**src/rtl/mem_sched_pkg.sv**
```systemverilog
package mem_sched_pkg;
  parameter int ID_W    = 8;
  parameter int TAG_W   = 6;
  parameter int NUM_SRC = 2;

  typedef struct packed {
    logic [ID_W-1:0]                 id;
    logic                            isStore;
    logic [NUM_SRC-1:0][TAG_W-1:0]   tag;
    logic [NUM_SRC-1:0]              rdy;
  } memOp_t;

  // Control-to-datapath strobes for one cycle.
  typedef struct packed {
    logic push;
    logic pop;
    logic issue;
  } schedStrobe_t;
endpackage

```
**src/rtl/mem_sched_ctl.sv**
```systemverilog
module mem_sched_ctl
  import mem_sched_pkg::*;
#(
  parameter int SCHED_DEPTH = 48,
  parameter int DQ_DEPTH    = 10,
  localparam int DQ_CNT_W   = $clog2(DQ_DEPTH + 1),
  localparam int DQ_PTR_W   = $clog2(DQ_DEPTH),
  localparam int SCH_CNT_W  = $clog2(SCHED_DEPTH + 1)
) (
  input  logic                    clk,
  input  logic                    rstN,
  input  logic                    dispValid,
  input  logic [SCHED_DEPTH-1:0]  rdyVec,
  input  logic [SCHED_DEPTH-1:0]  isStVec,
  input  logic                    ldqFree,
  input  logic                    stqFree,
  output schedStrobe_t            strb,
  output logic [SCHED_DEPTH-1:0]  issueSel,
  output logic [DQ_PTR_W-1:0]     dqWrPtr,
  output logic [DQ_PTR_W-1:0]     dqRdPtr,
  output logic [SCH_CNT_W-1:0]    insIdx,
  output logic [DQ_CNT_W-1:0]     dqCount,
  output logic [SCH_CNT_W-1:0]    schedCount,
  output logic                    dispReady,
  output logic                    stallAll,
  output logic                    issueValid
);
  logic dqFull, schedFull;
  logic [SCHED_DEPTH-1:0] elig;

  assign dqFull    = (dqCount == DQ_CNT_W'(DQ_DEPTH));
  assign schedFull = (schedCount == SCH_CNT_W'(SCHED_DEPTH));

  // Free slot is judged on the count at the start of the cycle.
  assign strb.pop   = (dqCount != '0) && !schedFull;
  assign dispReady  = !dqFull || !schedFull;
  assign strb.push  = dispValid && dispReady;
  assign stallAll   = dispValid && !dispReady;

  for (genvar i = 0; i < SCHED_DEPTH; i++) begin : g_elig
    assign elig[i] = (SCH_CNT_W'(i) < schedCount) && rdyVec[i]
                   && (isStVec[i] ? stqFree : ldqFree);
  end

  // Lowest index is oldest in the collapsing array.
  assign issueSel   = elig & (~elig + SCHED_DEPTH'(1));
  assign strb.issue = |elig;
  assign issueValid = strb.issue;
  assign insIdx     = schedCount - SCH_CNT_W'(strb.issue);

  function automatic logic [DQ_PTR_W-1:0] bumpPtr(logic [DQ_PTR_W-1:0] p);
    return (p == DQ_PTR_W'(DQ_DEPTH - 1)) ? '0 : p + 1'b1;
  endfunction

  always_ff @(posedge clk) begin
    if (!rstN) begin
      dqCount    <= '0;
      schedCount <= '0;
      dqWrPtr    <= '0;
      dqRdPtr    <= '0;
    end else begin
      dqCount    <= dqCount + DQ_CNT_W'(strb.push) - DQ_CNT_W'(strb.pop);
      schedCount <= schedCount + SCH_CNT_W'(strb.pop) - SCH_CNT_W'(strb.issue);
      if (strb.push) dqWrPtr <= bumpPtr(dqWrPtr);
      if (strb.pop)  dqRdPtr <= bumpPtr(dqRdPtr);
    end
  end
endmodule

```
**src/rtl/mem_sched_dp.sv**
```systemverilog
module mem_sched_dp
  import mem_sched_pkg::*;
#(
  parameter int SCHED_DEPTH = 48,
  parameter int DQ_DEPTH    = 10,
  parameter int WAKE_N      = 2,
  localparam int DQ_PTR_W   = $clog2(DQ_DEPTH),
  localparam int SCH_CNT_W  = $clog2(SCHED_DEPTH + 1)
) (
  input  logic                     clk,
  input  memOp_t                   dispOp,
  input  logic [WAKE_N-1:0]        wakeValid,
  input  logic [WAKE_N*TAG_W-1:0]  wakeTag,
  input  schedStrobe_t             strb,
  input  logic [SCHED_DEPTH-1:0]   issueSel,
  input  logic [DQ_PTR_W-1:0]      dqWrPtr,
  input  logic [DQ_PTR_W-1:0]      dqRdPtr,
  input  logic [SCH_CNT_W-1:0]     insIdx,
  output logic [SCHED_DEPTH-1:0]   rdyVec,
  output logic [SCHED_DEPTH-1:0]   isStVec,
  output logic [ID_W-1:0]          issueId,
  output logic                     issueIsStore
);
  memOp_t dq       [DQ_DEPTH];
  memOp_t sched    [SCHED_DEPTH];
  memOp_t shSrc    [SCHED_DEPTH];
  memOp_t schedNxt [SCHED_DEPTH];
  logic [SCHED_DEPTH-1:0] shiftVec;

  function automatic memOp_t wakeOp(memOp_t op);
    memOp_t r = op;
    for (int s = 0; s < NUM_SRC; s++)
      for (int w = 0; w < WAKE_N; w++)
        if (wakeValid[w] && (wakeTag[w*TAG_W +: TAG_W] == op.tag[s]))
          r.rdy[s] = 1'b1;
    return r;
  endfunction

  // shiftVec[i]: entry i is at or above the issuing slot.
  assign shiftVec[0] = issueSel[0];
  for (genvar i = 1; i < SCHED_DEPTH; i++) begin : g_pref
    assign shiftVec[i] = shiftVec[i-1] | issueSel[i];
  end

  for (genvar i = 0; i < SCHED_DEPTH; i++) begin : g_slot
    if (i == SCHED_DEPTH - 1) begin : g_top
      assign shSrc[i] = sched[i];
    end else begin : g_mid
      assign shSrc[i] = (strb.issue && shiftVec[i]) ? sched[i+1] : sched[i];
    end
    assign schedNxt[i] = (strb.pop && (insIdx == SCH_CNT_W'(i)))
                         ? wakeOp(dq[dqRdPtr]) : wakeOp(shSrc[i]);
    assign rdyVec[i]   = &sched[i].rdy;
    assign isStVec[i]  = sched[i].isStore;
  end

  always_ff @(posedge clk) begin
    for (int i = 0; i < DQ_DEPTH; i++) dq[i] <= wakeOp(dq[i]);
    if (strb.push) dq[dqWrPtr] <= wakeOp(dispOp);
    for (int i = 0; i < SCHED_DEPTH; i++) sched[i] <= schedNxt[i];
  end

  always_comb begin
    issueId      = '0;
    issueIsStore = 1'b0;
    for (int i = 0; i < SCHED_DEPTH; i++) begin
      issueId      = issueId | (sched[i].id & {ID_W{issueSel[i]}});
      issueIsStore = issueIsStore | (sched[i].isStore & issueSel[i]);
    end
  end
endmodule

```
**src/rtl/mem_op_sched.sv**
```systemverilog
module mem_op_sched
  import mem_sched_pkg::*;
#(
  parameter int SCHED_DEPTH = 48,
  parameter int DQ_DEPTH    = 10,
  parameter int WAKE_N      = 2,
  localparam int DQ_CNT_W   = $clog2(DQ_DEPTH + 1),
  localparam int DQ_PTR_W   = $clog2(DQ_DEPTH),
  localparam int SCH_CNT_W  = $clog2(SCHED_DEPTH + 1)
) (
  input  logic                      clk,
  input  logic                      rstN,
  input  logic                      dispValid,
  output logic                      dispReady,
  input  logic [ID_W-1:0]           dispId,
  input  logic                      dispIsStore,
  input  logic [NUM_SRC*TAG_W-1:0]  dispSrcTag,
  input  logic [NUM_SRC-1:0]        dispSrcRdy,
  input  logic [WAKE_N-1:0]         wakeValid,
  input  logic [WAKE_N*TAG_W-1:0]   wakeTag,
  input  logic                      ldqFree,
  input  logic                      stqFree,
  output logic                      issueValid,
  output logic [ID_W-1:0]           issueId,
  output logic                      issueIsStore,
  output logic                      stallAll
);
  memOp_t                  dispOp;
  schedStrobe_t            strb;
  logic [SCHED_DEPTH-1:0]  rdyVec, isStVec, issueSel;
  logic [DQ_PTR_W-1:0]     dqWrPtr, dqRdPtr;
  logic [SCH_CNT_W-1:0]    insIdx, schedCount;
  logic [DQ_CNT_W-1:0]     dqCount;

  assign dispOp.id      = dispId;
  assign dispOp.isStore = dispIsStore;
  assign dispOp.tag     = dispSrcTag;
  assign dispOp.rdy     = dispSrcRdy;

  mem_sched_ctl #(.SCHED_DEPTH(SCHED_DEPTH), .DQ_DEPTH(DQ_DEPTH)) u_ctl (
    .clk(clk), .rstN(rstN), .dispValid(dispValid),
    .rdyVec(rdyVec), .isStVec(isStVec), .ldqFree(ldqFree), .stqFree(stqFree),
    .strb(strb), .issueSel(issueSel), .dqWrPtr(dqWrPtr), .dqRdPtr(dqRdPtr),
    .insIdx(insIdx), .dqCount(dqCount), .schedCount(schedCount),
    .dispReady(dispReady), .stallAll(stallAll), .issueValid(issueValid)
  );

  mem_sched_dp #(.SCHED_DEPTH(SCHED_DEPTH), .DQ_DEPTH(DQ_DEPTH), .WAKE_N(WAKE_N)) u_dp (
    .clk(clk), .dispOp(dispOp), .wakeValid(wakeValid), .wakeTag(wakeTag),
    .strb(strb), .issueSel(issueSel), .dqWrPtr(dqWrPtr), .dqRdPtr(dqRdPtr),
    .insIdx(insIdx), .rdyVec(rdyVec), .isStVec(isStVec),
    .issueId(issueId), .issueIsStore(issueIsStore)
  );
endmodule

```
**config.mk**
```make
export PLATFORM = sky130hd
export DESIGN_NAME = mem_op_sched
export DESIGN_NICKNAME = d
export VERILOG_FILES = /design/src/rtl/mem_sched_pkg.sv /design/src/rtl/mem_sched_ctl.sv /design/src/rtl/mem_sched_dp.sv /design/src/rtl/mem_op_sched.sv
export SDC_FILE = /design/constraint.sdc
export NUM_CORES = 2
export LEC_CHECK = 0
export BUFFER_PORTS_ARGS = -buffer_cell sky130_fd_sc_hd__buf_2
export CAP_MARGIN = 20
export CORE_ASPECT_RATIO = 1.25
export CORE_UTILIZATION = 60
export CTS_BUF_LIST = sky130_fd_sc_hd__clkbuf_4
export CTS_CLUSTER_DIAMETER = 100
export DETAILED_ROUTE_END_ITERATION = 6
export MAX_ROUTING_LAYER = met4
export PLACE_DENSITY = 0.86
export SETUP_SLACK_MARGIN = 0.05
export SLEW_MARGIN = 20
export SYNTH_ARGS = -nofsm -noshare
export SYNTH_HDL_FRONTEND = slang
export SYNTH_HIERARCHICAL = 1
export SYNTH_SLANG_ARGS = --single-unit
```
**constraint.sdc**
```tcl
create_clock -name clk -period 11.7 [get_ports clk]
set_input_delay 1.17 -clock clk [delete_from_list [all_inputs] [get_ports clk]]
set_output_delay 1.17 -clock clk [all_outputs]
set_load 0.01 [all_outputs]
```
# Yosys cells after proc, flatten, opt, wreduce, memory -nomap -nowiden
# Memories as Yosys holds them, arrays and structs flattened. A register that Yosys moved wholly into a read port is not among the register bits.
# Cells that the tools add are included.
[word_totals]
register_bits = 18
latchBits = 0
mem_bits_rw = 1334
rom_bits = 0
output_inout_bits = 12
mem_count = 2
[classes]
n_addsub = 8
n_mul = 0
div = 0
magnitude_cmp = 48
eq_ne = 291
shifts = 0
n_mux = 391
n_bitwise = 238
n_reduce_logical = 489
[mem_list]
columns = ["memory", "depth", "word_bits", "rd", "rd_ports_with_merged_regs", "wr", "line_no", "text"]
rows = [
  ["u_dp.sched", 48, 23, 48, 0, 48, "mem_sched_dp.sv:25", "memOp_t sched [SCHED_DEPTH];"],
  ["u_dp.dq", 10, 23, 11, 1, 11, "mem_sched_dp.sv:24", "memOp_t dq [DQ_DEPTH];"],
]
[op_table]
columns = ["operator", "count"]
rows = [
  ["$mux W23", 95],
  ["$eq A6 B6 Y1", 240],
  ["$logic_and A1 B1 Y1", 434],
  ["$and A8 B8 Y8", 48],
  ["$or A8 B8 Y8", 47],
  ["$mux W1", 292],
  ["$eq A6 B6 Y1 const B", 17],
  ["$eq A6 B5 Y1 const B", 16],
  ["$lt A5 B6 Y1 const A", 16],
  ["$lt A6 B6 Y1 const A", 16],
  ["$reduce_and A2 Y1", 48],
  ["$or A1 B1 Y1", 93],
  ["$add A48 B1 Y48 const B", 1],
  ["$and A1 B1 Y1", 48],
  ["$and A48 B48 Y48", 1],
  ["$eq A6 B4 Y1 const B", 8],
  ["$lt A4 B6 Y1 const A", 8],
  ["$not A48 Y48", 1],
  ["$reduce_or A48 Y1", 1],
  ["$eq A6 B3 Y1 const B", 4],
  ["$lt A3 B6 Y1 const A", 4],
  ["$mux W4", 4],
  ["$eq A4 B4 Y1 const B", 3],
  ["$eq A6 B2 Y1 const B", 2],
  ["other kinds (12)", 18],
]

# Logic depth before layout (Yosys ltp)
[depth]
word_depth = 59
ltp_mapped = 23
ltp_nobuf = 17

# By module
# Netlist, hierarchy kept.
[by_module_without_submodules]
columns = ["mod", "n_inst", "cells_per_inst", "area_each_um2"]
rows = [
  ["mem_sched_dp", 1, 8481, 83577.7],
  ["mem_sched_ctl", 1, 442, 3429.5],
]

# Worst setup path after synthesis
# Ideal clock, no wire load.
[synth_path]
kind = "input -> register"
from = "in ldqFree"
to = "mem u_dp/sched[0][70] in the netlist's numbering"
setup_ps = 70
arrival_ps = 6292
required_time_ps = 11630
slack_ps = 5339
stages = 20
n_path_buf = 5
path_cell_list = "buf_6 -> mux2_4 -> a311oi_2 -> o32ai_1 -> nor4_4 -> nand4_2 -> or3_1 -> buf_4 -> clkbuf_1 -> o21a_1 -> clkbuf_1 -> a21oi_1 -> a21boi_1 -> clkbuf_1 -> mux2i_1 -> xnor2_1 -> nand4_1 -> o41ai_1 -> nor3_1 -> a21oi_1"
[synth_lines]
columns = ["item", "line_no", "text"]
rows = [
  ["start: declaration", "mem_op_sched.sv:21", "input logic ldqFree,"],
  ["end: declaration", "mem_sched_dp.sv:25", ""],
]

# Worst setup path after layout
[layout_path]
from = "reg u_ctl.schedCount[0]"
to = "out issueId[0]"
[layout_between]
word_cells_on_any_way = 242
cone_classes = "1 x add/sub; 48 x order compare; 97 x bitwise; 96 x reduce/logical"
[layout_lines]
columns = ["item", "line_no", "text"]
rows = [
  ["start: declaration", "mem_sched_ctl.sv:23", "output logic [SCH_CNT_W-1:0] schedCount,"],
  ["start signal: assignment", "mem_sched_ctl.sv:63", "schedCount <= schedCount + SCH_CNT_W'(strb.pop) - SCH_CNT_W'(strb.issue);"],
  ["$lt A1 B6 Y1 (tied with other cells)", "mem_sched_ctl.sv:41", "assign elig[i] = (SCH_CNT_W'(i) < schedCount) && rdyVec[i]"],
  ["$logic_and A1 B1 Y1", "mem_sched_ctl.sv:41", ""],
  ["$logic_and A1 B1 Y1", "mem_sched_ctl.sv:42", "&& (isStVec[i] ? stqFree : ldqFree);"],
  ["$not A48 Y48", "mem_sched_ctl.sv:46", "assign issueSel = elig & (~elig + SCHED_DEPTH'(1));"],
  ["$add A48 B1 Y48", "mem_sched_ctl.sv:46", ""],
  ["$and A48 B48 Y48 *", "mem_sched_ctl.sv:46", ""],
  ["named net issueSel[43]", "mem_op_sched.sv:30", "logic [SCHED_DEPTH-1:0] rdyVec, isStVec, issueSel;"],
  ["$and A8 B8 Y8 *", "mem_sched_dp.sv:67", "issueId = issueId | (sched[i].id & {ID_W{issueSel[i]}});"],
  ["$or A8 B8 Y8 * (5 in a row)", "mem_sched_dp.sv:67", ""],
  ["end: declaration", "mem_op_sched.sv:24", "output logic [ID_W-1:0] issueId,"],
]
# Mark *: on every way through the listed nets, which the timed path passes. The rest lies on a longest branch.

==> metrics <==
run status=complete, but fails checks; violations in the final reports=design-rule violations; leading register cell type out of synthesis=edfxtp_1; count of final max-slew check failures=0; xor/xnor cell area share of the yosys netlist=13.6%; required time of the critical path=10.53 ns; max-cap check violation count=0; wire length of the first global-routing pass=542 mm; vias per std cell=7.34; clock sinks=1490; buffering stage count on the worst path with inverters included=1; starting density of the core=60.7%; quantity of gates resized following cts=0; endpoint arrival time on the critical path=7.07 ns; share of post-route cells with drive strength above 1=14.0%; critical-path cell with the highest stage delay=dfxtp_1; gr usage total=53.3%; maximum clock frequency=0.121 GHz; number of register bits inferred by synthesis=1490; library cell with the largest summed area after synthesis=edfxtp_1; Reg2Reg Launch Point=u_ctl/schedCount[3]$_SDFF_PN0_; worst hold slack=0.0920 ns; clock tree from TritonCTS=built; Die ar.=147000 µm²; worst min-delay path startpoint=dispId[2]; total clock buffers created by CTS=389; synthesized net count=8994; category of the worst setup path capture point=primary output; biggest area contributors in the synthesized netlist=edfxtp_1 27%, dfxtp_1 16%, xnor2_1 11%; number of library cell types mapped by synthesis=101; Crit path max-delay family=simple AND/OR/NAND/NOR gates; number of I/O port buffers=53; area share of the largest cell type after synthesis=27.3%; area fraction in compound gates after synthesis=14.2%; final hold violation count=0; remaining max-slew budget at the tightest pin=13.5%; worst path cell trace=or2_0 -> o2111ai_1 -> nand3_1 -> a21o_1 -> nand3b_1 -> nor3_4 -> a22o_1 -> a221oi_1 -> nand4_1 -> or4_1 -> buf_2; unrepaired setup endpoints after global routing=false; maximum level of the CTS H-tree=5; CP startpoint=u_ctl/schedCount[0]$_SDFF_PN0_; mean instance size in the synthesized netlist=9.75 µm²; yosys synthesis warning count=6; area growth from synthesis to layout=7.76%; critical path startpoint category=flip-flop; fraction of the mapped netlist area in adder cells=0.434%; area of the mapped netlist=87000 µm²; sequential-to-total area share from yosys stat=43.4%; core region area=143000 µm²; num ports=54; largest buffer count on any clock path=4; final routed wire length divided by cell count=35.0 µm; Worst-Skew Late Latency=1.50 ns; minimum clock period=8.24 ns; setup_tns=0 ns; count of nets left with antenna violations after detail routing=0; clock slew at reported path FFs=0.08 ns; residual overflow from global routing=0; highest cell delay on the worst timing path=0.91 ns; estimated wirelength of the detail-placed design=256 mm; slew at the pin closest to its max-slew limit=1.29 ns; Post-synth top cells=1134 x xnor2_1, 792 x edfxtp_1, 738 x nor2_1, 705 x a21oi_1, 698 x dfxtp_1; final design utilization=65.4%; Clock Tree Root=clkbuf_4; vias post-DR=80700; number of global-route vias before repair=76800; placement row count=155; worst hold path type=in -> reg; count of endpoints failing setup in the final report=0; detailed-route DRC error count=6; dominant cell by count in the synthesized netlist=xnor2_1; Iter 0 DRT Violations=12500; DIE WIDTH=343 µm; first-pass detailed-route iteration total=7; multiplexer area fraction after synthesis=11.1%; weighted congestion reported at the end of routability-driven placement=1.10; detailed-route wire length=385 mm; Synth Area in Simple Gates=12.8%; antenna violations before repair=33; maximum number of pins on one net before global-route repair=54; vertical die dimension=428 µm; type of the worst setup path=reg -> out; peak fanout along the critical path=17; Max Clock Skew=0.104 ns; post-synthesis async set-or-reset flop share=0%; Final nets=8856; Final period util=70.5%; number of standard cells after synthesis=8923; main combinational cell family by area after synthesis=compound AO/OA/AOI/OAI gates; number of buffers inserted by post-CTS setup repair=0; hold buffer count at cts=1; EDFF count, synth=792
state kept, by name, indices dropped and copies added (netlist names):
signal / count
u_dp/sched: 1104
u_dp/dq: 368
u_ctl/dqWrPtr: 4
u_ctl/schedCount: 6
u_ctl/dqCount: 4
u_ctl/dqRdPtr: 4
worst register-to-register path, cell delays in order, from the launching register on:
cell and delay, ns:
dfxtp_1 0.64, inv_1 0.28, ha_1 0.51, nand2_1 0.20, o211ai_1 0.10, a32oi_1 0.71, nor4_1 0.21, nand4_1 0.42
nor2_2 0.06, buf_4 0.22, or4_1 0.56, nor4_2 0.71, nand3_1 0.88, o21ai_2 1.18, mux2i_1 0.46, xnor2_1 0.12
nor3_1 0.28, a31oi_1 0.14, a31oi_1 0.23
worst paths after layout:
check | end | cells after the start | slack (ns)
setup / recovery | issueId[0] | 11 | 3.46
hold / removal | u_dp/dq[10][17]$_DFFE_PP_ | 1 | 0.09
setup reg to reg | u_dp/sched[2][139]$_DFF_P_ | 18 | 3.64
hold reg to reg | u_dp/dq[0][1]$_DFF_P_ | 2 | 0.53
metrics by stage:
| step | std cells | setup WS (ns) | cell area (µm²) |
|---|---|---|---|
| 3_3_place_gp | 10300 | 3.25 | 88900 |
| 5_1_grt | 11000 | 3.33 | 93700 |
| 4_1_cts | 10900 | 3.54 | 93600 |
| 2_1_floorplan | 8923 | 5.34 | 87000 |
| 6_report | 11000 | 3.46 | 93800 |
| 3_5_place_dp | 10300 | 3.29 | 88900 |
per-layer routing:
metal  part of all wire [%]  wire (µm)  vias to the layer above  track usage (%)
li1                       -          -                    32600                -
met1                     32     122000                    37800             57.1
met2                     43     164000                     7707             76.5
met3                     14      53500                     2526             18.7
met4                     12      45300                        0             50.0
met5                      0          0                        -                -
cells in the final DEF (no fill, tap or decap), drive strengths merged, types with 94 or more instances in the layout:
cell and instances:
xnor2 1134, edfxtp 792, nor2 738, a21oi 705
dfxtp 698, nand2 599, mux2i 598, clkbuf 552
o22ai 349, buf 314, o21ai 258, nand4 231
nand3 224, xor2 216, nor4 186, nor3 117
mux2 115, mux4 106, clkinv 106, a221oi 101
inv 97, a22o 94
logic make-up after synthesis:
logic type	Yosys count
compound gates	1944
buf+inv	941
mux	819
simple gates	2350
xor+xnor	1350
flops	1490
fa+ha+maj	29
final cells by class:
type	instances	area (µm²)
inverter	96	383
clock inverter	111	494
tap	1884	2360
multi-input combinational	6492	46200
sequential	1490	37800
fill	10900	49600
clock buffer	551	4140
antenna	43	108
timing repair buffer	316	2320
Power is not shown: default switching activity piles up to over one toggle a cycle in this logic, so the estimate is an artifact.
